[src/rtl/sar_pkg.sv]
package sar_pkg;
  typedef enum logic [1:0] {
    SRC_SOFT = 2'd0,
    SRC_TMR2 = 2'd1,
    SRC_TMR3 = 2'd2,
    SRC_EXT  = 2'd3
  } src_sel_e;
endpackage

[src/rtl/sar_trigger.sv]
module sar_trigger (
  input  logic       clk,
  input  logic       rst_n,
  input  logic [1:0] start_sel,
  input  logic       sw_start,
  input  logic       tmr2_ovf,
  input  logic       tmr3_ovf,
  input  logic       ext_start,
  output logic       trig
);
  import sar_pkg::*;

  logic ext_s1_q, ext_s2_q, ext_s3_q;
  logic ext_rise;
  src_sel_e sel;

  always_ff @(posedge clk or negedge rst_n) begin
    if (!rst_n) begin
      ext_s1_q <= 1'b0;
      ext_s2_q <= 1'b0;
      ext_s3_q <= 1'b0;
    end else begin
      ext_s1_q <= ext_start;
      ext_s2_q <= ext_s1_q;
      ext_s3_q <= ext_s2_q;
    end
  end

  assign ext_rise = ext_s2_q & ~ext_s3_q;
  assign sel      = src_sel_e'(start_sel);

  always_comb begin
    unique case (sel)
      SRC_SOFT: trig = sw_start;
      SRC_TMR2: trig = tmr2_ovf;
      SRC_TMR3: trig = tmr3_ovf;
      SRC_EXT:  trig = ext_rise;
      default:  trig = 1'b0;
    endcase
  end
endmodule

[src/rtl/sar_prescaler.sv]
module sar_prescaler #(
  parameter int DIV_W = 5
) (
  input  logic             clk,
  input  logic             rst_n,
  input  logic             load,
  input  logic [DIV_W-1:0] div_in,
  input  logic             run,
  output logic             tick
);
  logic [DIV_W-1:0] div_q, div_n;
  logic [DIV_W-1:0] cnt_q, cnt_n;
  logic             wrap;

  assign wrap = (cnt_q == div_q);
  assign tick = run & wrap;

  always_comb begin
    div_n = div_q;
    cnt_n = cnt_q;
    if (load) begin
      div_n = div_in;
      cnt_n = '0;
    end else if (run) begin
      cnt_n = wrap ? '0 : cnt_q + 1'b1;
    end else begin
      cnt_n = '0;
    end
  end

  always_ff @(posedge clk or negedge rst_n) begin
    if (!rst_n) begin
      div_q <= '0;
      cnt_q <= '0;
    end else begin
      div_q <= div_n;
      cnt_q <= cnt_n;
    end
  end
endmodule

[src/rtl/sar_engine.sv]
module sar_engine #(
  parameter int RES = 12
) (
  input  logic           clk,
  input  logic           rst_n,
  input  logic           start,
  input  logic           tick,
  input  logic           cmp_in,
  output logic           busy,
  output logic [RES-1:0] trial,
  output logic           done,
  output logic [RES-1:0] final_code
);
  localparam int IDX_W = $clog2(RES);
  localparam logic [IDX_W-1:0] TOP_IDX = IDX_W'(RES - 1);
  localparam logic [RES-1:0]   MSB_MASK = {1'b1, {(RES-1){1'b0}}};

  logic             busy_q, busy_n;
  logic [RES-1:0]   trial_q, trial_n;
  logic [IDX_W-1:0] idx_q, idx_n;
  logic [RES-1:0]   mask;
  logic [RES-1:0]   resolved;

  assign mask     = RES'(1) << idx_q;
  assign resolved = cmp_in ? trial_q : (trial_q & ~mask);

  always_comb begin
    busy_n  = busy_q;
    trial_n = trial_q;
    idx_n   = idx_q;
    done    = 1'b0;
    if (start) begin
      busy_n  = 1'b1;
      trial_n = MSB_MASK;
      idx_n   = TOP_IDX;
    end else if (busy_q && tick) begin
      if (idx_q == '0) begin
        done    = 1'b1;
        busy_n  = 1'b0;
        trial_n = resolved;
      end else begin
        trial_n = resolved | (mask >> 1);
        idx_n   = idx_q - 1'b1;
      end
    end
  end

  always_ff @(posedge clk or negedge rst_n) begin
    if (!rst_n) begin
      busy_q  <= 1'b0;
      trial_q <= '0;
      idx_q   <= '0;
    end else begin
      busy_q  <= busy_n;
      trial_q <= trial_n;
      idx_q   <= idx_n;
    end
  end

  assign busy       = busy_q;
  assign trial      = trial_q;
  assign final_code = resolved;
endmodule

[src/rtl/sar_format.sv]
module sar_format #(
  parameter int RES  = 12,
  parameter int WORD = 16
) (
  input  logic            clk,
  input  logic            rst_n,
  input  logic            load,
  input  logic [RES-1:0]  code,
  input  logic            diff_mode,
  input  logic            justify,
  output logic [WORD-1:0] word
);
  localparam int PAD = WORD - RES;

  logic [RES-1:0]  conv_code;
  logic [WORD-1:0] right_w, left_w;
  logic [WORD-1:0] word_q, word_n;
  logic            ext_bit;

  assign conv_code = diff_mode ? {~code[RES-1], code[RES-2:0]} : code;
  assign ext_bit   = diff_mode & conv_code[RES-1];

  generate
    if (PAD > 0) begin : g_pad
      assign right_w = {{PAD{ext_bit}}, conv_code};
      assign left_w  = {conv_code, {PAD{1'b0}}};
    end else begin : g_nopad
      assign right_w = conv_code;
      assign left_w  = conv_code;
    end
  endgenerate

  always_comb begin
    word_n = word_q;
    if (load) word_n = justify ? left_w : right_w;
  end

  always_ff @(posedge clk or negedge rst_n) begin
    if (!rst_n) word_q <= '0;
    else        word_q <= word_n;
  end

  assign word = word_q;
endmodule

[src/rtl/sar_conv_ctrl.sv]
module sar_conv_ctrl #(
  parameter int RES   = 12,
  parameter int WORD  = 16,
  parameter int DIV_W = 5
) (
  input  logic             clk,
  input  logic             rst_n,
  input  logic             enable,
  input  logic [1:0]       start_sel,
  input  logic             sw_start,
  input  logic             tmr2_ovf,
  input  logic             tmr3_ovf,
  input  logic             ext_start,
  input  logic [DIV_W-1:0] clk_div,
  input  logic             diff_mode,
  input  logic             justify,
  input  logic             irq_en,
  input  logic             eoc_clear,
  input  logic             cmp_in,
  output logic [RES-1:0]   dac_code,
  output logic             busy,
  output logic             eoc_flag,
  output logic             irq,
  output logic [WORD-1:0]  data_word
);
  logic rst_s1_q, rst_s2_q;
  logic trig, start, tick, done;
  logic [RES-1:0] final_code;
  logic eoc_q, eoc_n;

  // reset: asserted asynchronously, released on the clock
  always_ff @(posedge clk or negedge rst_n) begin
    if (!rst_n) begin
      rst_s1_q <= 1'b0;
      rst_s2_q <= 1'b0;
    end else begin
      rst_s1_q <= 1'b1;
      rst_s2_q <= rst_s1_q;
    end
  end

  sar_trigger u_trig (
    .clk       (clk),
    .rst_n     (rst_s2_q),
    .start_sel (start_sel),
    .sw_start  (sw_start),
    .tmr2_ovf  (tmr2_ovf),
    .tmr3_ovf  (tmr3_ovf),
    .ext_start (ext_start),
    .trig      (trig)
  );

  assign start = enable & ~busy & trig;

  sar_prescaler #(.DIV_W(DIV_W)) u_pre (
    .clk    (clk),
    .rst_n  (rst_s2_q),
    .load   (start),
    .div_in (clk_div),
    .run    (busy),
    .tick   (tick)
  );

  sar_engine #(.RES(RES)) u_eng (
    .clk        (clk),
    .rst_n      (rst_s2_q),
    .start      (start),
    .tick       (tick),
    .cmp_in     (cmp_in),
    .busy       (busy),
    .trial      (dac_code),
    .done       (done),
    .final_code (final_code)
  );

  sar_format #(.RES(RES), .WORD(WORD)) u_fmt (
    .clk       (clk),
    .rst_n     (rst_s2_q),
    .load      (done),
    .code      (final_code),
    .diff_mode (diff_mode),
    .justify   (justify),
    .word      (data_word)
  );

  always_comb begin
    eoc_n = eoc_q;
    if (done)           eoc_n = 1'b1;
    else if (eoc_clear) eoc_n = 1'b0;
  end

  always_ff @(posedge clk or negedge rst_s2_q) begin
    if (!rst_s2_q) eoc_q <= 1'b0;
    else           eoc_q <= eoc_n;
  end

  assign eoc_flag = eoc_q;
  assign irq      = eoc_q & irq_en;
endmodule

[config.mk]
export PLATFORM = sky130hd
export DESIGN_NAME = sar_conv_ctrl
export DESIGN_NICKNAME = d
export VERILOG_FILES = /design/src/rtl/sar_pkg.sv /design/src/rtl/sar_trigger.sv /design/src/rtl/sar_prescaler.sv /design/src/rtl/sar_engine.sv /design/src/rtl/sar_format.sv /design/src/rtl/sar_conv_ctrl.sv
export SDC_FILE = /design/constraint.sdc
export NUM_CORES = 1
export LEC_CHECK = 0
export BUFFER_PORTS_ARGS = -buffer_cell sky130_fd_sc_hd__buf_2
export CAP_MARGIN = 20
export CELL_PAD_IN_SITES_DETAIL_PLACEMENT = 0
export CELL_PAD_IN_SITES_GLOBAL_PLACEMENT = 1
export CORE_ASPECT_RATIO = 0.8
export CORE_MARGIN = 2
export CORE_UTILIZATION = 41
export DETAILED_ROUTE_END_ITERATION = 16
export HOLD_SLACK_MARGIN = 0.15
export PLACE_DENSITY_LB_ADDON = 0.1
export SETUP_SLACK_MARGIN = 0.1
export SYNTH_ARGS = -nofsm -noshare
export SYNTH_HDL_FRONTEND = slang
export SYNTH_SLANG_ARGS = --single-unit
[constraint.sdc]
create_clock -name clk -period 2 [get_ports clk]
set_input_delay 0.1 -clock clk [delete_from_list [all_inputs] [get_ports clk]]
set_output_delay 0.1 -clock clk [all_outputs]
set_load 0.03 [all_outputs]
==> flow_summary.ini <==
[grt]
grt_max_degree = 48
overflow = 0
grt_pass1_wl_mm = 9.211
grt_usage_pct = 18.64
grt_pass1_vias = 1911
antenna_found_initial = 0

[power_and_ir_drop]
p_per_area_nw_per_um2 = 1374
ir_worst_vdd_mv = 0.6534
leakagePower_nw = 1.445

[drt]
wl_per_cell_um = 14.12
wl_mm = 5.339
num_vias = 1869
drt_iter0_markers = 90
dr.pass1.iters = 4
antenna_left = 0
drc = 0
via_per_inst = 4.944

[floorplanning]
die-area_um2 = 6363
io_pins = 50
core_area_um2 = 5495
rows = 24
fp.dieH_um = 71.75
die_w_um = 88.69
initial_core_util_pct = 42.81

[synthesis]
synth_cell_types = 39
synthFlopType = dfrtp_1
syn_area_um2 = 2352
ys_seq_area_share_pct = 52.13
synth_top_area_share_pct = 52.13
synth_area_leaders = dfrtp_1 52%, o21ai_0 5.7%, nand2_1 4.8%
yosysTopAreaCell = dfrtp_1
ys_top_cells_by_count = 49 x dfrtp_1, 30 x nand2_1, 27 x o21ai_0, 21 x a21oi_1, 13 x nor2_1
ys_seq_elements = 49
yosysMostFrequentCell = dfrtp_1
synth_edf_count = 0
async_flop_share_pct = 100.0
syn_avg_cell_area_um2 = 10.05
yosys_warnings = 0
synth_fp_nets = 260
synthCells = 234

[clock_network]
cts.sinks = 49
htreeDepth = 2
cts_tree = done
root_buffer = clkbuf_8
cts_setup_buffers = 0
worstSkewPairLatency_ns = 0.30
clk_pin_slew_ns = 0.09
cts_inserted_buffers = 5
cts_buffer_depth = 2

[critical_path]
crit_type = reg -> reg
cp.arrival_ns = 1.92
critical_path_required_ns = 2.19
r2r_slack_ns = 0.27
setup.worst_path.start_class = flop
critical_path_peak_fanout = 11
end_kind = flop

[outcome]
status = complete, no violations

[sta]
tns_ns = 0
fmax_ghz = 0.5780
relSlewSlack_pct = 59.46
fin_skew_ns = 0.01055
rsz0062_at_grt = no
hold_viol = 0
whs_ns = 0.1747
finalCriticalPeriod_ns = 1.730
setup_viol = 0
drv_slew = 0
tightest_slew_ns = 0.6080
finalCritPeriodShare_pct = 86.51

[placed_design]
place_hpwl_mm = 3.877
numPortBuffers = 49
placed_cells = 361
gp_congestion = 0.8612

[finish]
fin_util_pct = 52.75
drive_gt1_share_pct = 28.00
n_antenna_cell = 0
finalNetCount = 325
instances_no_fill = 378
syn2layout_area_growth_pct = 23.24

[flow_run]
maxCapViolCount = 0

[worst_hold_path]
hp-class = in -> reg
==> worst paths after layout <==
kind	start	to	depth (start not counted)
min reg2reg	rst_s2_q$_DFF_PN0_	u_eng.trial[1]$_DFFE_PN0P_	1
min	enable	u_eng.busy$_DFFE_PN0P_	4
max	u_trig.ext_s3_q$_DFF_PN0_	u_eng.trial[0]$_DFFE_PN0P_	5
max in group asynchronous	rst_n	rst_s2_q$_DFF_PN0_	3
max reg2reg	u_trig.ext_s3_q$_DFF_PN0_	u_eng.trial[0]$_DFFE_PN0P_	5
min in group asynchronous	rst_s2_q$_DFF_PN0_	u_eng.trial[1]$_DFFE_PN0P_	1
==> layout by cell type (no fill, tap or decap), types with 2 or more instances in the layout <==
cell,Yosys,final
nand3_1,3,3
inv_1,10,10
o21a_1,2,2
nand2b_1,7,7
mux2_2,9,9
nor2_1,13,13
ha_1,7,7
xor2_1,7,7
buf_2,1,49
dlygate4sd3_1,0,9
a21o_1,9,9
and2_1,2,2
and3_1,4,4
xnor2_1,2,2
o21ai_0,27,22
buf_4,0,8
o31ai_1,4,4
nand2_1,30,30
clkbuf_8,0,6
dfrtp_1,49,48
o21ai_1,1,6
a21oi_1,21,21
==> metal layers <==
| metal | track usage (%) | wire (um) | vias up |
|---|---|---|---|
| met2 | 27.86 | 2229 | 58 |
| met5 | 0 | 0 | - |
| li1 | - | - | 931 |
| met4 | 4.040 | 37 | 0 |
| met1 | 27.82 | 2702 | 876 |
| met3 | 4.147 | 369 | 4 |
==> kinds of logic after synthesis <==
| kind of cell | count (synthesis) | synth area share, % |
|---|---|---|
| AND/OR/NAND/NOR | 72 | 15.80 |
| other | 1 | 0.1594 |
| flip-flops | 49 | 52.13 |
| AO/OA/AOI/OAI | 69 | 16.97 |
| buffers and inverters | 18 | 3.564 |
| XOR/XNOR | 9 | 3.351 |
| multiplexers | 9 | 4.309 |
| adder cells (fa/ha/maj) | 7 | 3.723 |
==> flip-flops by register name, indices dropped and copies added, names as in the netlist, 4 cells and up <==
| signal | flops |
|---|---|
| u_fmt.word | 16 |
| u_eng.trial | 12 |
| u_pre.cnt_q | 5 |
| u_pre.div_q | 5 |
| u_eng.idx_q | 4 |
==> where the power goes <==
group	switching [W]	internal [W]	leakage [nW]
registers	0.000243	0.00128	0.548
clock network	0.000335	0.000281	0.0512
logic	0.00114	0.000701	0.846
==> what timing repair did <==
item / 4_1_cts / 5_1_grt
hold endpoints to repair: 9 / 0
gates resized for setup: 0 / 6
hold buffers: 9 / 0
setup endpoints to repair: 0 / 8
==> critical path, cell delays in order, from the launching register on <==
cell and delay (ns):
dfrtp_1 0.36, nand3b_1 0.14, and3_1 0.18, or3_4 0.45
and2_4 0.24, a22o_1 0.24
==> through the flow <==
stage / instance area (um2) / power (W) / setup WS, ns
after global routing: 2899 / 0.004309 / 0.1014
after detailed placement: 2710 / 0.003365 / 0.1315
after global placement: 2710 / 0.003366 / 0.09225
after CTS: 2897 / 0.004004 / 0.1263
final: 2899 / 0.003984 / 0.2698
after floorplan: 2352 / 0.002831 / 0.3415
==> final cells by class <==
| type | instances | area, um2 |
|---|---|---|
| fillers | 540 | 2596 |
| flip-flops and latches | 49 | 1227 |
| multi-input cells | 167 | 1045 |
| repair buffers | 66 | 395.4 |
| well taps | 78 | 97.59 |
| clock buffers | 6 | 82.58 |
| inverters | 10 | 37.54 |
| clock inverters | 2 | 13.76 |
No activity file was read; power rests on OpenSTA's default activity.
